## config.mk

```make
export PLATFORM = sky130hd
export DESIGN_NAME = fpm_dram_ctrl
export DESIGN_NICKNAME = d
export VERILOG_FILES = /design/src/rtl/fpm_dram_ctrl.sv
export SDC_FILE = /design/constraint.sdc
export NUM_CORES = 1
export LEC_CHECK = 0
export BUFFER_PORTS_ARGS = -buffer_cell sky130_fd_sc_hd__clkbuf_2
export CORE_MARGIN = 3
export CORE_UTILIZATION = 51
export DETAILED_ROUTE_END_ITERATION = 16
export PLACE_DENSITY = 0.8
export SLEW_MARGIN = 15
export SYNTH_ARGS = -nofsm -noshare
export SYNTH_HDL_FRONTEND = slang
export SYNTH_SLANG_ARGS = --single-unit
```

## constraint.sdc

```tcl
create_clock -name clk -period 3.2 [get_ports clk]
set_input_delay 0.48 -clock clk [delete_from_list [all_inputs] [get_ports clk]]
set_output_delay 0.48 -clock clk [all_outputs]
set_load 0.05 [all_outputs]
```

## src/rtl/fpm_dram_ctrl.sv

```systemverilog
module fpm_dram_ctrl #(
  parameter int ROW_W     = 11,
  parameter int COL_W     = 11,
  parameter int DQ_W      = 32,
  parameter int T_RP      = 4,
  parameter int T_RCD     = 2,
  parameter int T_RAS_MIN = 6,
  parameter int T_RAS_MAX = 10000,
  parameter int T_CAS     = 3,
  parameter int T_CP      = 1
) (
  input  logic                     clk,
  input  logic                     rst_n,
  input  logic                     req_valid,
  output logic                     req_ready,
  input  logic [ROW_W+COL_W-1:0]   req_addr,
  input  logic                     req_we,
  input  logic [DQ_W-1:0]          req_wdata,
  input  logic [DQ_W/8-1:0]        req_be,
  output logic                     rd_valid,
  output logic [DQ_W-1:0]          rd_data,
  input  logic                     ref_grant,
  output logic                     ref_idle,
  output logic [ROW_W-1:0]         dram_addr,
  output logic [1:0]               dram_ras_n,
  output logic [DQ_W/8-1:0]        dram_cas_n,
  output logic                     dram_we_n,
  output logic [DQ_W-1:0]          dram_dq_out,
  output logic                     dram_dq_oe,
  input  logic [DQ_W-1:0]          dram_dq_in
);
  localparam int NL      = DQ_W / 8;
  localparam int AW      = ROW_W + COL_W;
  localparam int ACC_LIM = T_RAS_MAX - T_CAS - T_CP - 3;
  localparam int CW      = $clog2(T_RP + T_RCD + T_CAS + T_CP + 2);
  localparam int RW      = $clog2(T_RAS_MAX + 2);

  typedef enum logic [2:0] {
    S_IDLE, S_ROW, S_ACT, S_OPEN, S_COL, S_CAS, S_CPRE, S_PRE
  } st_t;

  st_t              st;
  logic [CW-1:0]    cnt;
  logic [RW-1:0]    rcnt;
  logic [ROW_W-1:0] open_row;
  logic             ras_q;
  logic             wr_q;
  logic [NL-1:0]    lane_q;

  logic row_hit, min_ok, expire, close_row, acc;

  assign row_hit   = req_addr[AW-1:COL_W] == open_row;
  assign min_ok    = rcnt >= RW'(T_RAS_MIN - 1);
  assign expire    = rcnt >= RW'(ACC_LIM);
  assign close_row = ((req_valid && !row_hit) || ref_grant || expire) && min_ok;
  assign req_ready = (st == S_OPEN) && row_hit && !ref_grant && !expire;
  assign acc       = req_valid && req_ready;
  assign ref_idle  = (st == S_IDLE);
  assign dram_ras_n = {2{ras_q}};

  always_ff @(posedge clk or negedge rst_n) begin
    if (!rst_n) begin
      st          <= S_IDLE;
      cnt         <= '0;
      rcnt        <= '0;
      open_row    <= '0;
      ras_q       <= 1'b1;
      wr_q        <= 1'b0;
      lane_q      <= '0;
      dram_addr   <= '0;
      dram_cas_n  <= '1;
      dram_we_n   <= 1'b1;
      dram_dq_out <= '0;
      dram_dq_oe  <= 1'b0;
      rd_valid    <= 1'b0;
      rd_data     <= '0;
    end else begin
      rd_valid <= 1'b0;
      if (!ras_q) rcnt <= rcnt + 1'b1;
      case (st)
        S_IDLE: begin
          if (req_valid && !ref_grant) begin
            open_row  <= req_addr[AW-1:COL_W];
            dram_addr <= req_addr[AW-1:COL_W];
            st        <= S_ROW;
          end
        end
        S_ROW: begin
          ras_q <= 1'b0;
          rcnt  <= '0;
          cnt   <= '0;
          st    <= S_ACT;
        end
        S_ACT: begin
          cnt <= cnt + 1'b1;
          if (cnt == CW'(T_RCD - 1)) st <= S_OPEN;
        end
        S_OPEN: begin
          if (acc) begin
            dram_addr   <= ROW_W'(req_addr[COL_W-1:0]);
            wr_q        <= req_we;
            dram_we_n   <= !req_we;
            dram_dq_oe  <= req_we;
            dram_dq_out <= req_wdata;
            lane_q      <= req_we ? req_be : '1;
            st          <= S_COL;
          end else if (close_row) begin
            ras_q <= 1'b1;
            cnt   <= '0;
            st    <= S_PRE;
          end
        end
        S_COL: begin
          dram_cas_n <= ~lane_q;
          cnt        <= '0;
          st         <= S_CAS;
        end
        S_CAS: begin
          cnt <= cnt + 1'b1;
          if (cnt == CW'(T_CAS - 1)) begin
            dram_cas_n <= '1;
            dram_we_n  <= 1'b1;
            dram_dq_oe <= 1'b0;
            if (!wr_q) begin
              rd_valid <= 1'b1;
              rd_data  <= dram_dq_in;
            end
            cnt <= '0;
            st  <= S_CPRE;
          end
        end
        S_CPRE: begin
          cnt <= cnt + 1'b1;
          if (cnt == CW'(T_CP - 1)) st <= S_OPEN;
        end
        S_PRE: begin
          cnt <= cnt + 1'b1;
          if (cnt == CW'(T_RP - 1)) st <= S_IDLE;
        end
        default: st <= S_IDLE;
      endcase
    end
  end
endmodule

```

==> summary.txt, run 1 <==
TIMING
----------------------------------------------------------------------------------
Actual transition at the worst max-transition pin ...................     0.978 ns
Timing-limited maximum frequency ....................................      335 MHz
Setup repair after global routing missed its margin .................        false
Setup violations, final .............................................            0
Slew headroom .......................................................        0.346
Final worst setup slack .............................................     0.212 ns
Setup Skew ..........................................................   0.00989 ns
Total count of max-transition violations in the final report ........            0
Crit share post-route ...............................................        0.934
Min cycle time layout ...............................................      2.99 ns
Final hold violation count ..........................................            0
Setup TNS Final .....................................................         0 ns

GLOBAL ROUTING
----------------------------------------------------------------------------------
First-pass GRT wire length .......................................... 21900 microns
Antenna violations before repair ....................................            0
Grt total ovfl ......................................................            0
Number of global-route vias before repair ...........................         4592
Largest net degree at the start of global routing ...................           75
Aggregate global-route resource usage ...............................        0.231

FINAL LAYOUT
----------------------------------------------------------------------------------
Ratio of cells with drive above 1 in the final layout ...............        0.388
Synth-to-layout area growth .........................................        29.7%
Multi-input logic area ..............................................   2300 sq um
Finished Core Util ..................................................        0.688
Leading cell type in the layout, fill and taps excluded .............     clkbuf_2
FF/Latch Area .......................................................   3010 sq um
Most frequent cells in the layout ................................... clkbuf_2, dfrtp_1, nand2_1
Layout net count ....................................................          797
Number of fill cells in the layout ..................................          773
Diodes inserted .....................................................            0

SETUP PATH
----------------------------------------------------------------------------------
Ordered list of cells on the worst path ............................. inv_1, ha_1, or3b_2, a211oi_2, nor2_1, nor3_1, buf_4
Crit Path Max Fanout ................................................            6
Crit path largest cell delay ........................................      0.48 ns
Family of cells with the greatest summed delay on the critical path . simple AND/OR/NAND/NOR gates
Startpoint type of the worst setup path .............................         flop
End of the worst register-to-register path .......................... dram_dq_out[31]
Required time of the critical path ..................................      2.72 ns
WS Path Type ........................................................ flop to output port
Cell depth of the worst flop-to-flop path ...........................            8
Slowest-stage cell, CP ..............................................       or3b_2
Buf/Inv on CP .......................................................            2
Kind of end point of the critical path ..............................  output port
Flop2flop setup slack ...............................................      0.61 ns
Reg-to-reg startpoint ...............................................      rcnt[0]
Critical path data arrival time .....................................      2.51 ns

SYNTHESIS
----------------------------------------------------------------------------------
Dominant register cell in the synthesized netlist ...................      dfrtp_1
Synth Area per Inst .................................................   10.7 sq um
Sequential-to-total area share from yosys stat ......................        0.545
Number of synthesized register bits .................................          120
Cell type with the highest aggregate area in the netlist ............      dfrtp_1
Synthesis warning total .............................................            0
Cells after Synth ...................................................          515
Mapped Area .........................................................   5530 sq um
Synthesized net count ...............................................          617
Number of distinct library cells after synthesis ....................           56
Synth async-reset ratio .............................................         1.00
Share of the synthesized area in the top cell type ..................        0.516
Top post-synthesis cells by area .................................... dfrtp_1, nand2_1, mux2_4, mux2_2, dfstp_2
Count of flip-flops with a built-in enable after synthesis ..........            0

FLOORPLAN
----------------------------------------------------------------------------------
Die Outline Area ....................................................  12100 sq um
Width of the chip ...................................................  110 microns
Core Box Area .......................................................  10400 sq um
Top-level port count ................................................          181
Initial Util ........................................................        0.531
Chip height .........................................................  110 microns
Placement row count .................................................           37

PLACE
----------------------------------------------------------------------------------
Placer congestion estimate ..........................................        0.843
Detailed Place HPWL ................................................. 9420 microns
Setup Slack @ Placement .............................................     0.637 ns
Port Buffer Count ...................................................          180

ROUTING
----------------------------------------------------------------------------------
Number of vias after detailed routing ...............................         4499
Antenna-violating nets left .........................................            0
Post-Route WL ....................................................... 13700 microns
First-pass iteration count of the detailed router ...................            5
DRC Markers .........................................................            0
Detailed Route Iter0 Violations .....................................          301
Mean routed wirelength per cell ..................................... 16.2 microns
Vias per std cell ...................................................         5.33

HOLD PATH
----------------------------------------------------------------------------------
Worst hold endpoint .................................................  rd_data[25]
Number of cells on the worst hold path ..............................            3
Worst min-delay path startpoint ..................................... dram_dq_in[25]
Hold crit path type ................................................. primary input to flop

CLOCKING
----------------------------------------------------------------------------------
CTS sink count ......................................................          120
Clock tree from TritonCTS ...........................................          yes
Clock transition at the registers of the reported paths .............      0.06 ns
Max Root-Sink Buffers ...............................................            2
Clk Latency, worst-skew pair ........................................      0.51 ns
Clock root buffer ...................................................     clkbuf_8
Inserted Clock Buffers ..............................................           17
Number of levels in the clock H-tree ................................            4

STATUS
----------------------------------------------------------------------------------
Run status .......................................................... finished, final reports clean

POWER
----------------------------------------------------------------------------------
Peak supply drop ....................................................     0.497 mV
Lkg Pwr .............................................................      3.72 nW
Power per cell area .................................................  907 nW/um^2
Total power .........................................................      6.50 mW

JOB
----------------------------------------------------------------------------------
Max-cap violation count .............................................            0

-- final cells by class --
class | instances | share of cell area
Tap cell | 136 | 0.0237
Sequential cell | 120 | 0.420
Clock inverter | 13 | 0.0272
Timing Repair Buffer | 189 | 0.138
Inverter | 23 | 0.0120
Clock buffer | 19 | 0.0588
Multi-Input combinational cell | 344 | 0.321
-- worst max path at each step --
stage | cells past startpoint | start | endpoint | slack (ns)
4_1_cts | 7 | rcnt[0] | req_ready | 0.08
2_1_floorplan | 6 | req_addr[13] | req_ready | 0.14
5_1_grt | 7 | rcnt[0] | req_ready | 0.06
6_report | 7 | rcnt[0] | req_ready | 0.21
3_3_place_gp | 6 | rcnt[0] | req_ready | 0.68
3_5_place_dp | 7 | rcnt[0] | req_ready | 0.64
-- synth_stat cells (3+ instances only) --
cell type,instances
nand2_1,106
dfrtp_1,114
o31a_1,4
a211oi_1,3
mux2i_1,3
clkbuf_1,19
o21a_1,3
xor2_1,9
nor2_1,25
or3_1,6
nand4_1,4
nand2b_1,4
xnor2_1,15
mux2_4,25
a31oi_1,17
o21bai_1,4
nor3_1,15
a21oi_1,17
o21ai_0,3
buf_6,3
o31ai_1,11
inv_1,23
nand3_1,12
mux2_2,18
dfstp_2,6
buf_1,3
ha_1,7
-- worst min-delay path: stages --
cell	delay, ns
clkbuf_2	0.07
nand2_1	0.04
nand2_1	0.04
-- cell families after synthesis --
logic type / synth area share
XOR/XNOR: 0.0380
AND/OR/NAND/NOR: 0.155
AO/OA/AOI/OAI: 0.0964
multiplexers: 0.110
flip-flops: 0.545
buffers and inverters: 0.0403
adder cells (fa/ha/maj): 0.0158
-- through the flow --
| stage | instances | hold WS (ns) | instance area (sq um) |
|---|---|---|---|
| after detailed placement | 811 | 0.406 | 6540 |
| after global placement | 811 | 0.394 | 6540 |
| after floorplan | 515 | 0.184 | 5530 |
| after global routing | 844 | 0.137 | 7170 |
| after CTS | 844 | 0.130 | 7160 |
| final | 844 | 0.150 | 7170 |
-- power breakdown --
| group | internal [mW] | switching, mW | total, mW |
|---|---|---|---|
| Sequential | 1.91 | 0.297 | 2.20 |
| Combinational | 0.718 | 1.60 | 2.32 |
| Clock | 1.27 | 0.708 | 1.98 |
-- routing by layer --
metal  GRT usage  vias up  wire [microns]
met5           0        -               0
met4      0.0818        0             203
met3      0.0728       19            1080
met2       0.377      186            6660
met1       0.290     2170            5700
li1            -     2124               -
-- sequential cells by signal, indices dropped and copies added, names as in the netlist --
register     count
open_row        11
dram_cas_n       4
dram_dq_out     32
cnt              4
rcnt            14
dram_we_n        1
rd_valid         1
st               3
lane_q           4
rd_data         32
wr_q             1
ras_q            1
dram_dq_oe       1
dram_addr       11
-- repair_timing --
action | 4_1_cts | 5_1_grt
hold buffers | 1 | 0
buffers inserted | 0 | 0
setup endpoints to repair | 0 | 1
endpoints found under the hold margin | 45 | 0
resized for setup | 0 | 4
No activity file was read; power rests on OpenSTA's default activity.
==> run 2, diff against run 1 <==
--- a/config.mk
+++ b/config.mk
@@ -5,7 +5,7 @@
 export SDC_FILE = /design/constraint.sdc
 export NUM_CORES = 1
 export LEC_CHECK = 0
-export BUFFER_PORTS_ARGS = -buffer_cell sky130_fd_sc_hd__clkbuf_2
+export BUFFER_PORTS_ARGS = -buffer_cell sky130_fd_sc_hd__buf_4
 export CORE_MARGIN = 3
 export CORE_UTILIZATION = 51
 export DETAILED_ROUTE_END_ITERATION = 16
==> run 2 against run 1 <==
The flow now finishes with violations (hold timing). Die area stayed put. Sequential share of layout area decreased by 2.3 points. Worst setup slack got worse by 0.039 ns. Combinational power rose by 8%. Power rose by 1.6%. Critical path type unchanged. Critical endpoint unchanged. Largest power group unchanged. Highest routed layer unchanged.
==> summary.txt, run 2 (synthesized netlist as in run 1, its figures left out) <==
STATUS
----------------------------------------------------------------------------------
Run status .......................................................... finished with violations
Violated checks .....................................................  hold timing

TIMING
----------------------------------------------------------------------------------
Setup violations, final .............................................            0   unchanged
Slew headroom .......................................................        0.375   +0.0291
Min cycle time layout ...............................................      3.03 ns   +0.0390 ns
Actual transition at the worst max-transition pin ...................     0.935 ns   -0.0435 ns
Setup TNS Final .....................................................         0 ns   unchanged
Final hold violation count ..........................................            7   +7
Worst Hold Slack ....................................................   -0.0126 ns   -0.163 ns
Total count of max-transition violations in the final report ........            0   unchanged
Crit share post-route ...............................................        0.946   +0.0122
Timing-limited maximum frequency ....................................      330 MHz   -1.3%
Setup Skew ..........................................................    0.0142 ns   +0.00434 ns
Setup repair after global routing missed its margin .................        false

FINAL LAYOUT
----------------------------------------------------------------------------------
Number of fill cells in the layout ..................................          707   -8.5%
Most frequent cells in the layout ................................... buf_4, dfrtp_1, nand2_1
Ratio of cells with drive above 1 in the final layout ...............        0.390   +0.00110
FF/Latch Area .......................................................   3010 sq um   unchanged
Layout net count ....................................................          795   -0.25%
Finished Core Util ..................................................        0.727   +0.0390
Diodes inserted .....................................................            0   unchanged
Leading cell type in the layout, fill and taps excluded .............        buf_4
Synth-to-layout area growth .........................................        37.1%
Registers with the most flip-flops .................................. dram_dq_out: 32 flops, rd_data: 32 flops, rcnt: 14 flops
Cell Count, Final, Fillers Out ......................................          842   -0.24%
Multi-input logic area ..............................................   2300 sq um   +0.22%

POWER
----------------------------------------------------------------------------------
Switching share of power ............................................        0.397   -0.00337
Net switching power .................................................      2.63 mW   +0.77%
P_int ...............................................................      3.98 mW   +2.2%
Peak supply drop ....................................................     0.511 mV   +2.9%
Share of total power in sequential cells ............................        0.335   -0.004
Fraction of power consumed by combinational cells ...................        0.379   +0.022
Lkg Pwr .............................................................      3.82 nW   +2.8%
Part of the total power dissipated in the clock network .............        0.287   -0.018
Power per cell area .................................................  872 nW/um^2   -3.8%

SETUP PATH
----------------------------------------------------------------------------------
Crit path largest cell delay ........................................      0.50 ns   +0.02 ns
Cell depth of the worst flop-to-flop path ...........................            8   unchanged
Kind of end point of the critical path ..............................  output port
WS Path Type ........................................................ flop to output port
Crit Path Max Fanout ................................................            6   unchanged
End of the worst register-to-register path .......................... dram_dq_out[16]
Startpoint type of the worst setup path .............................         flop
Number of cells on the critical path ................................            7   unchanged
Ordered list of cells on the worst path ............................. inv_1, ha_1, or3b_2, a211oi_2, nor2_1, nor3_2, buf_4
Reg-to-reg startpoint ...............................................      rcnt[0]
Buf/Inv on CP .......................................................            2   unchanged
Slowest-stage cell, CP ..............................................       or3b_2
Critical path data arrival time .....................................      2.55 ns   +0.04 ns
Required time of the critical path ..................................      2.72 ns   about the same
Flop2flop setup slack ...............................................      0.56 ns   -0.05 ns
Family of cells with the greatest summed delay on the critical path . simple AND/OR/NAND/NOR gates

CLOCKING
----------------------------------------------------------------------------------
Max Root-Sink Buffers ...............................................            2   unchanged
Number of levels in the clock H-tree ................................            4   unchanged
Clk Latency, worst-skew pair ........................................      0.51 ns   about the same
Clock transition at the registers of the reported paths .............      0.06 ns   about the same
Number of buffers inserted to repair setup after CTS ................            0   unchanged
CTS sink count ......................................................          120   unchanged
Clock tree from TritonCTS ...........................................          yes
Clock root buffer ...................................................     clkbuf_8
Inserted Clock Buffers ..............................................           17   unchanged

HOLD PATH
----------------------------------------------------------------------------------
Hold crit path type ................................................. primary input to asynchronous set/reset pin

FLOORPLAN
----------------------------------------------------------------------------------
Die Outline Area ....................................................  12100 sq um   unchanged
Width of the chip ...................................................  110 microns   unchanged
Top-level port count ................................................          181   unchanged
Initial Util ........................................................        0.531   unchanged
Placement row count .................................................           37   unchanged
Core Box Area .......................................................  10400 sq um   unchanged
Chip height .........................................................  110 microns   unchanged

ROUTING
----------------------------------------------------------------------------------
Detailed Route Iter0 Violations .....................................          291   -3.3%
Vias per std cell ...................................................         5.41   +1.5%
First-pass iteration count of the detailed router ...................            4   -1
Mean routed wirelength per cell ..................................... 16.6 microns   +2.6%
Number of vias after detailed routing ...............................         4554   +1.2%
Antenna-violating nets left .........................................            0   unchanged
Post-Route WL ....................................................... 14000 microns   +2.3%
DRC Markers .........................................................            0   unchanged

GLOBAL ROUTING
----------------------------------------------------------------------------------
Antenna violations before repair ....................................            0   unchanged
Largest net degree at the start of global routing ...................           73   -2.7%
Grt total ovfl ......................................................            0   unchanged
Number of global-route vias before repair ...........................         4600   +0.17%
Aggregate global-route resource usage ...............................        0.233   +0.00219
First-pass GRT wire length .......................................... 22000 microns   +0.41%

JOB
----------------------------------------------------------------------------------
Max-cap violation count .............................................            0   unchanged

PLACE
----------------------------------------------------------------------------------
Cells after DPL .....................................................          810   -0.12%
Placer congestion estimate ..........................................        0.839   -0.51%
Port Buffer Count ...................................................          180   unchanged
Detailed Place HPWL ................................................. 9700 microns   +2.9%

run 2: changes by cell type in the layout (fill, tap and decap cells not counted), sizes merged:
cell	delta
clkbuf	-178
inv	+2
clkinv	+1
clkinvlp	-2
dlygate4sd3	-1
buf	+177
bufinv	-1
run 2: cell type report:
type                            count  share of cell area
Multi-Input combinational cell    344               0.304
Inverter                           23              0.0114
Sequential cell                   120               0.397
Timing Repair Buffer              187               0.187
Clock inverter                     13              0.0223
Clock buffer                       19              0.0556
Tap cell                          136              0.0225
run 2: timing repair:
action	in CTS	in global routing
resized for setup	0	2
setup endpoints to repair	0	1
hold buffers	0	0
run 2: how the worst max path moves through the flow:
stage | startpoint | end | slack, ns
CTS | rcnt[0] | req_ready | 0.006
detailed placement | rcnt[0] | dram_dq_out[29] | 0.62
global route | rcnt[1] | req_ready | 0.04
floorplan | req_addr[13] | req_ready | 0.14
finish | rcnt[0] | req_ready | 0.17
global placement | rcnt[0] | dram_dq_out[5] | 0.72
run 2: per-layer routing:
layer / part of all wire / wire length, microns / track usage
met5: 0 / 0 / 0
met2: 0.48 / 6750 / 0.372
met4: 0.019 / 261 / 0.0888
met3: 0.091 / 1280 / 0.0734
met1: 0.41 / 5680 / 0.299
run 2: metrics by stage:
| step | setup slack [ns] | power [mW] | instance area [sq um] |
|---|---|---|---|
| 2_1_floorplan | 0.139 | 3.91 | 5530 |
| 3_5_place_dp | 0.624 | 4.69 | 6980 |
| 6_report | 0.173 | 6.61 | 7580 |
| 3_3_place_gp | 0.722 | 4.59 | 6980 |
| 4_1_cts | 0.00634 | 6.63 | 7570 |
| 5_1_grt | 0.0375 | 6.95 | 7580 |
run 2: power by group through the flow:
stage | clock [mW] | combinational [mW] | sequential (mW)
6_report | 1.89 | 2.50 | 2.21
5_1_grt | 2.01 | 2.68 | 2.26
4_1_cts | 1.93 | 2.50 | 2.21
3_5_place_dp | 0 | 2.48 | 2.22
3_3_place_gp | 0 | 2.40 | 2.19
2_1_floorplan | 0 | 1.03 | 2.89
run 2: worst register-to-register path: cells and delay by family, from the launching register on:
kind / cells / cell delay (ns)
adder cells (fa/ha/maj): 1 / 0.17
AO/OA/AOI/OAI: 1 / 0.34
buffers and inverters: 2 / 0.44
flip-flops: 1 / 0.46
AND/OR/NAND/NOR: 3 / 0.73
multiplexers: 1 / 0.39
==> run 3, diff against run 2 <==
--- a/config.mk
+++ b/config.mk
@@ -6,7 +6,7 @@
 export NUM_CORES = 1
 export LEC_CHECK = 0
 export BUFFER_PORTS_ARGS = -buffer_cell sky130_fd_sc_hd__buf_4
-export CORE_MARGIN = 3
+export CORE_MARGIN = 2
 export CORE_UTILIZATION = 51
 export DETAILED_ROUTE_END_ITERATION = 16
 export PLACE_DENSITY = 0.8
==> constraint.sdc (replaced) <==
create_clock -name clk -period 3.2 [get_ports clk]
set_input_delay 0.64 -clock clk [delete_from_list [all_inputs] [get_ports clk]]
set_output_delay 0.64 -clock clk [all_outputs]
set_load 0.05 [all_outputs]
==> run 3 against run 2 <==
The run now ends clean. Sequential share of layout area decreased by 0.63 points. Die area decreased by 3.6%. Register-to-register slack improved by 0.04 ns. First-iteration DRC count decreased by 11%. Final cell count increased by 0.95%. Power increased by 4.4%. Routed wire length increased by 1.2%. Largest cell class unchanged.
==> summary.txt, run 3 (synthesized netlist as in run 1, its figures left out) <==
STATUS
---------------------------------------------------------------------------
Run status ................................................... finished, final reports clean

TIMING
---------------------------------------------------------------------------
Setup Skew ...................................................   0.00885 ns   -0.00539 ns
Final worst setup slack ......................................    0.0925 ns   -0.0806 ns
Setup violations, final ......................................            0   unchanged
Worst Hold Slack .............................................     0.153 ns   +0.165 ns
Final hold violation count ...................................            0   -7
Min cycle time layout ........................................      3.11 ns   +0.0806 ns
Slew headroom ................................................        0.356   -0.0183
Crit share post-route ........................................        0.971   +0.0252
Actual transition at the worst max-transition pin ............     0.962 ns   +0.0274 ns
Timing-limited maximum frequency .............................      322 MHz   -2.6%
Total count of max-transition violations in the final report .            0   unchanged

FINAL LAYOUT
---------------------------------------------------------------------------
Leading cell type in the layout, fill and taps excluded ......        buf_4
Cell Count, Final, Fillers Out ...............................          850   +0.95%
Final instance area ..........................................   7700 sq um   +1.7%
Ratio of cells with drive above 1 in the final layout ........        0.390   +0.000622
Layout net count .............................................          799   +0.50%
Most frequent cells in the layout ............................ buf_4, dfrtp_1, nand2_1
Synth-to-layout area growth ..................................        39.4%
Diodes inserted ..............................................            0   unchanged
Registers with the most flip-flops ........................... dram_dq_out: 32 flops, rd_data: 32 flops, rcnt: 14 flops
Finished Core Util ...........................................        0.720   -0.00745

ROUTING
---------------------------------------------------------------------------
First-pass iteration count of the detailed router ............            6   +2
Post-Route WL ................................................ 14100 microns   +1.2%
Mean routed wirelength per cell .............................. 16.6 microns   +0.25%
Vias per std cell ............................................         5.33   -1.4%
Detailed Route Iter0 Violations ..............................          258   -11%
Antenna-violating nets left ..................................            0   unchanged
DRC Markers ..................................................            0   unchanged
Number of vias after detailed routing ........................         4531   -0.51%

PLACE
---------------------------------------------------------------------------
Cells after DPL ..............................................          817   +0.86%
Port Buffer Count ............................................          180   unchanged
Cell area reported after detailed placement ..................   7010 sq um   +0.47%
Placer congestion estimate ...................................        0.832   -0.77%
Setup Slack @ Placement ......................................     0.581 ns   -0.0429 ns
Detailed Place HPWL .......................................... 9820 microns   +1.2%

GLOBAL ROUTING
---------------------------------------------------------------------------
First-pass GRT wire length ................................... 22400 microns   +1.9%
Largest net degree at the start of global routing ............           71   -2.7%
Number of global-route vias before repair ....................         4622   +0.48%
Aggregate global-route resource usage ........................        0.248   +0.0150
Grt total ovfl ...............................................            0   unchanged
Antenna violations before repair .............................            0   unchanged

FLOORPLAN
---------------------------------------------------------------------------
Width of the chip ............................................  108 microns   -1.8%
Core Box Area ................................................  10700 sq um   +2.7%
Die Outline Area .............................................  11700 sq um   -3.6%
Placement row count ..........................................           38   +2.7%
Top-level port count .........................................          181   unchanged
Initial Util .................................................        0.517   -0.0140
Chip height ..................................................  108 microns   -1.8%

SETUP PATH
---------------------------------------------------------------------------
Kind of end point of the critical path .......................  output port
Startpoint type of the worst setup path ......................         flop
Required time of the critical path ...........................      2.56 ns   -0.16 ns
WS Path Type ................................................. flop to output port
Crit Path Max Fanout .........................................            6   unchanged
Critical path data arrival time ..............................      2.47 ns   -0.08 ns

POWER
---------------------------------------------------------------------------
Lkg Pwr ......................................................      3.88 nW   +1.5%
Power per cell area ..........................................  896 nW/um^2   +2.7%
Peak supply drop .............................................     0.561 mV   +9.7%

CLOCKING
---------------------------------------------------------------------------
Clk Latency, worst-skew pair .................................      0.52 ns   about the same
CTS sink count ...............................................          120   unchanged
Clock transition at the registers of the reported paths ......      0.05 ns   about the same
Inserted Clock Buffers .......................................           17   unchanged
Max Root-Sink Buffers ........................................            2   unchanged
Clock tree from TritonCTS ....................................          yes
Number of levels in the clock H-tree .........................            4   unchanged
Clock root buffer ............................................     clkbuf_8

JOB
---------------------------------------------------------------------------
Max-cap violation count ......................................            0   unchanged

HOLD PATH
---------------------------------------------------------------------------
Hold crit path type .......................................... primary input to asynchronous set/reset pin

## run 3: changes by cell type in the layout (fill, tap and decap cells not counted)
| cell | change |
|---|---|
| bufinv_16 | +4 |
| inv_6 | -4 |
| buf_4 | +3 |
| clkbuf_1 | +3 |
| clkinv_4 | -3 |
| clkbuf_8 | +2 |
| buf_6 | +1 |
| clkinv_2 | -1 |
| clkinvlp_4 | -1 |
| dfrtp_1 | -1 |
| dfrtp_2 | +1 |
## run 3: worst max-delay path, stage by stage (launching register included)
cell and delay, ns:
dfrtp_2 0.45, ha_1 0.25, or3b_2 0.50, a211oi_2 0.27, nor2_1 0.13, nor3_2 0.16
buf_6 0.19
## run 3: final timing paths
| check | from | end | slack (ns) | cells after the start |
|---|---|---|---|---|
| max reg2reg | rcnt[0] | dram_dq_out[4] | 0.60 | 7 |
| max in group asynchronous | rst_n | ras_q | 2.23 | 2 |
| min reg2reg | lane_q[3] | dram_cas_n[3] | 0.41 | 1 |
| max | rcnt[0] | req_ready | 0.09 | 6 |
| min | rst_n | open_row[0] | 0.15 | 1 |
| min in group clk | dram_dq_in[31] | rd_data[31] | 0.31 | 3 |
## run 3: what timing repair did
action,CTS,global route
resized for setup,0,3
setup endpoints to repair,0,1
setup buffers,0,1
hold buffers,0,0
## run 3: stage by stage
step / power, mW / TNS (ns)
floorplan: 3.92 / 0
global placement: 4.61 / 0
detailed placement: 4.70 / 0
CTS: 6.91 / 0
global route: 7.23 / -0.00285
finish: 6.90 / 0
## run 3: layout make-up
cell class              instances  area [sq um]
well taps                     140           175
flip-flops and latches        120          3010
clock buffers                  24           460
multi-input cells             344          2300
repair buffers                191          1450
clock inverters                 8           215
fillers                       779          3000
inverters                      23          86.3
## run 3: per-layer routing
metal / global-route usage / vias up / wire [microns]
met5: 0 / - / 0
met4: 0.0797 / 0 / 217
met3: 0.0790 / 25 / 1130
met2: 0.425 / 193 / 7060
met1: 0.299 / 2192 / 5720
li1: - / 2121 / -
## run 3: power by group
part	leakage (nW)	internal (mW)	switching, mW
Clock	0.327	1.54	0.642
Combinational	2.14	0.899	1.61
Sequential	1.42	1.91	0.300
Total	3.88	4.35	2.55
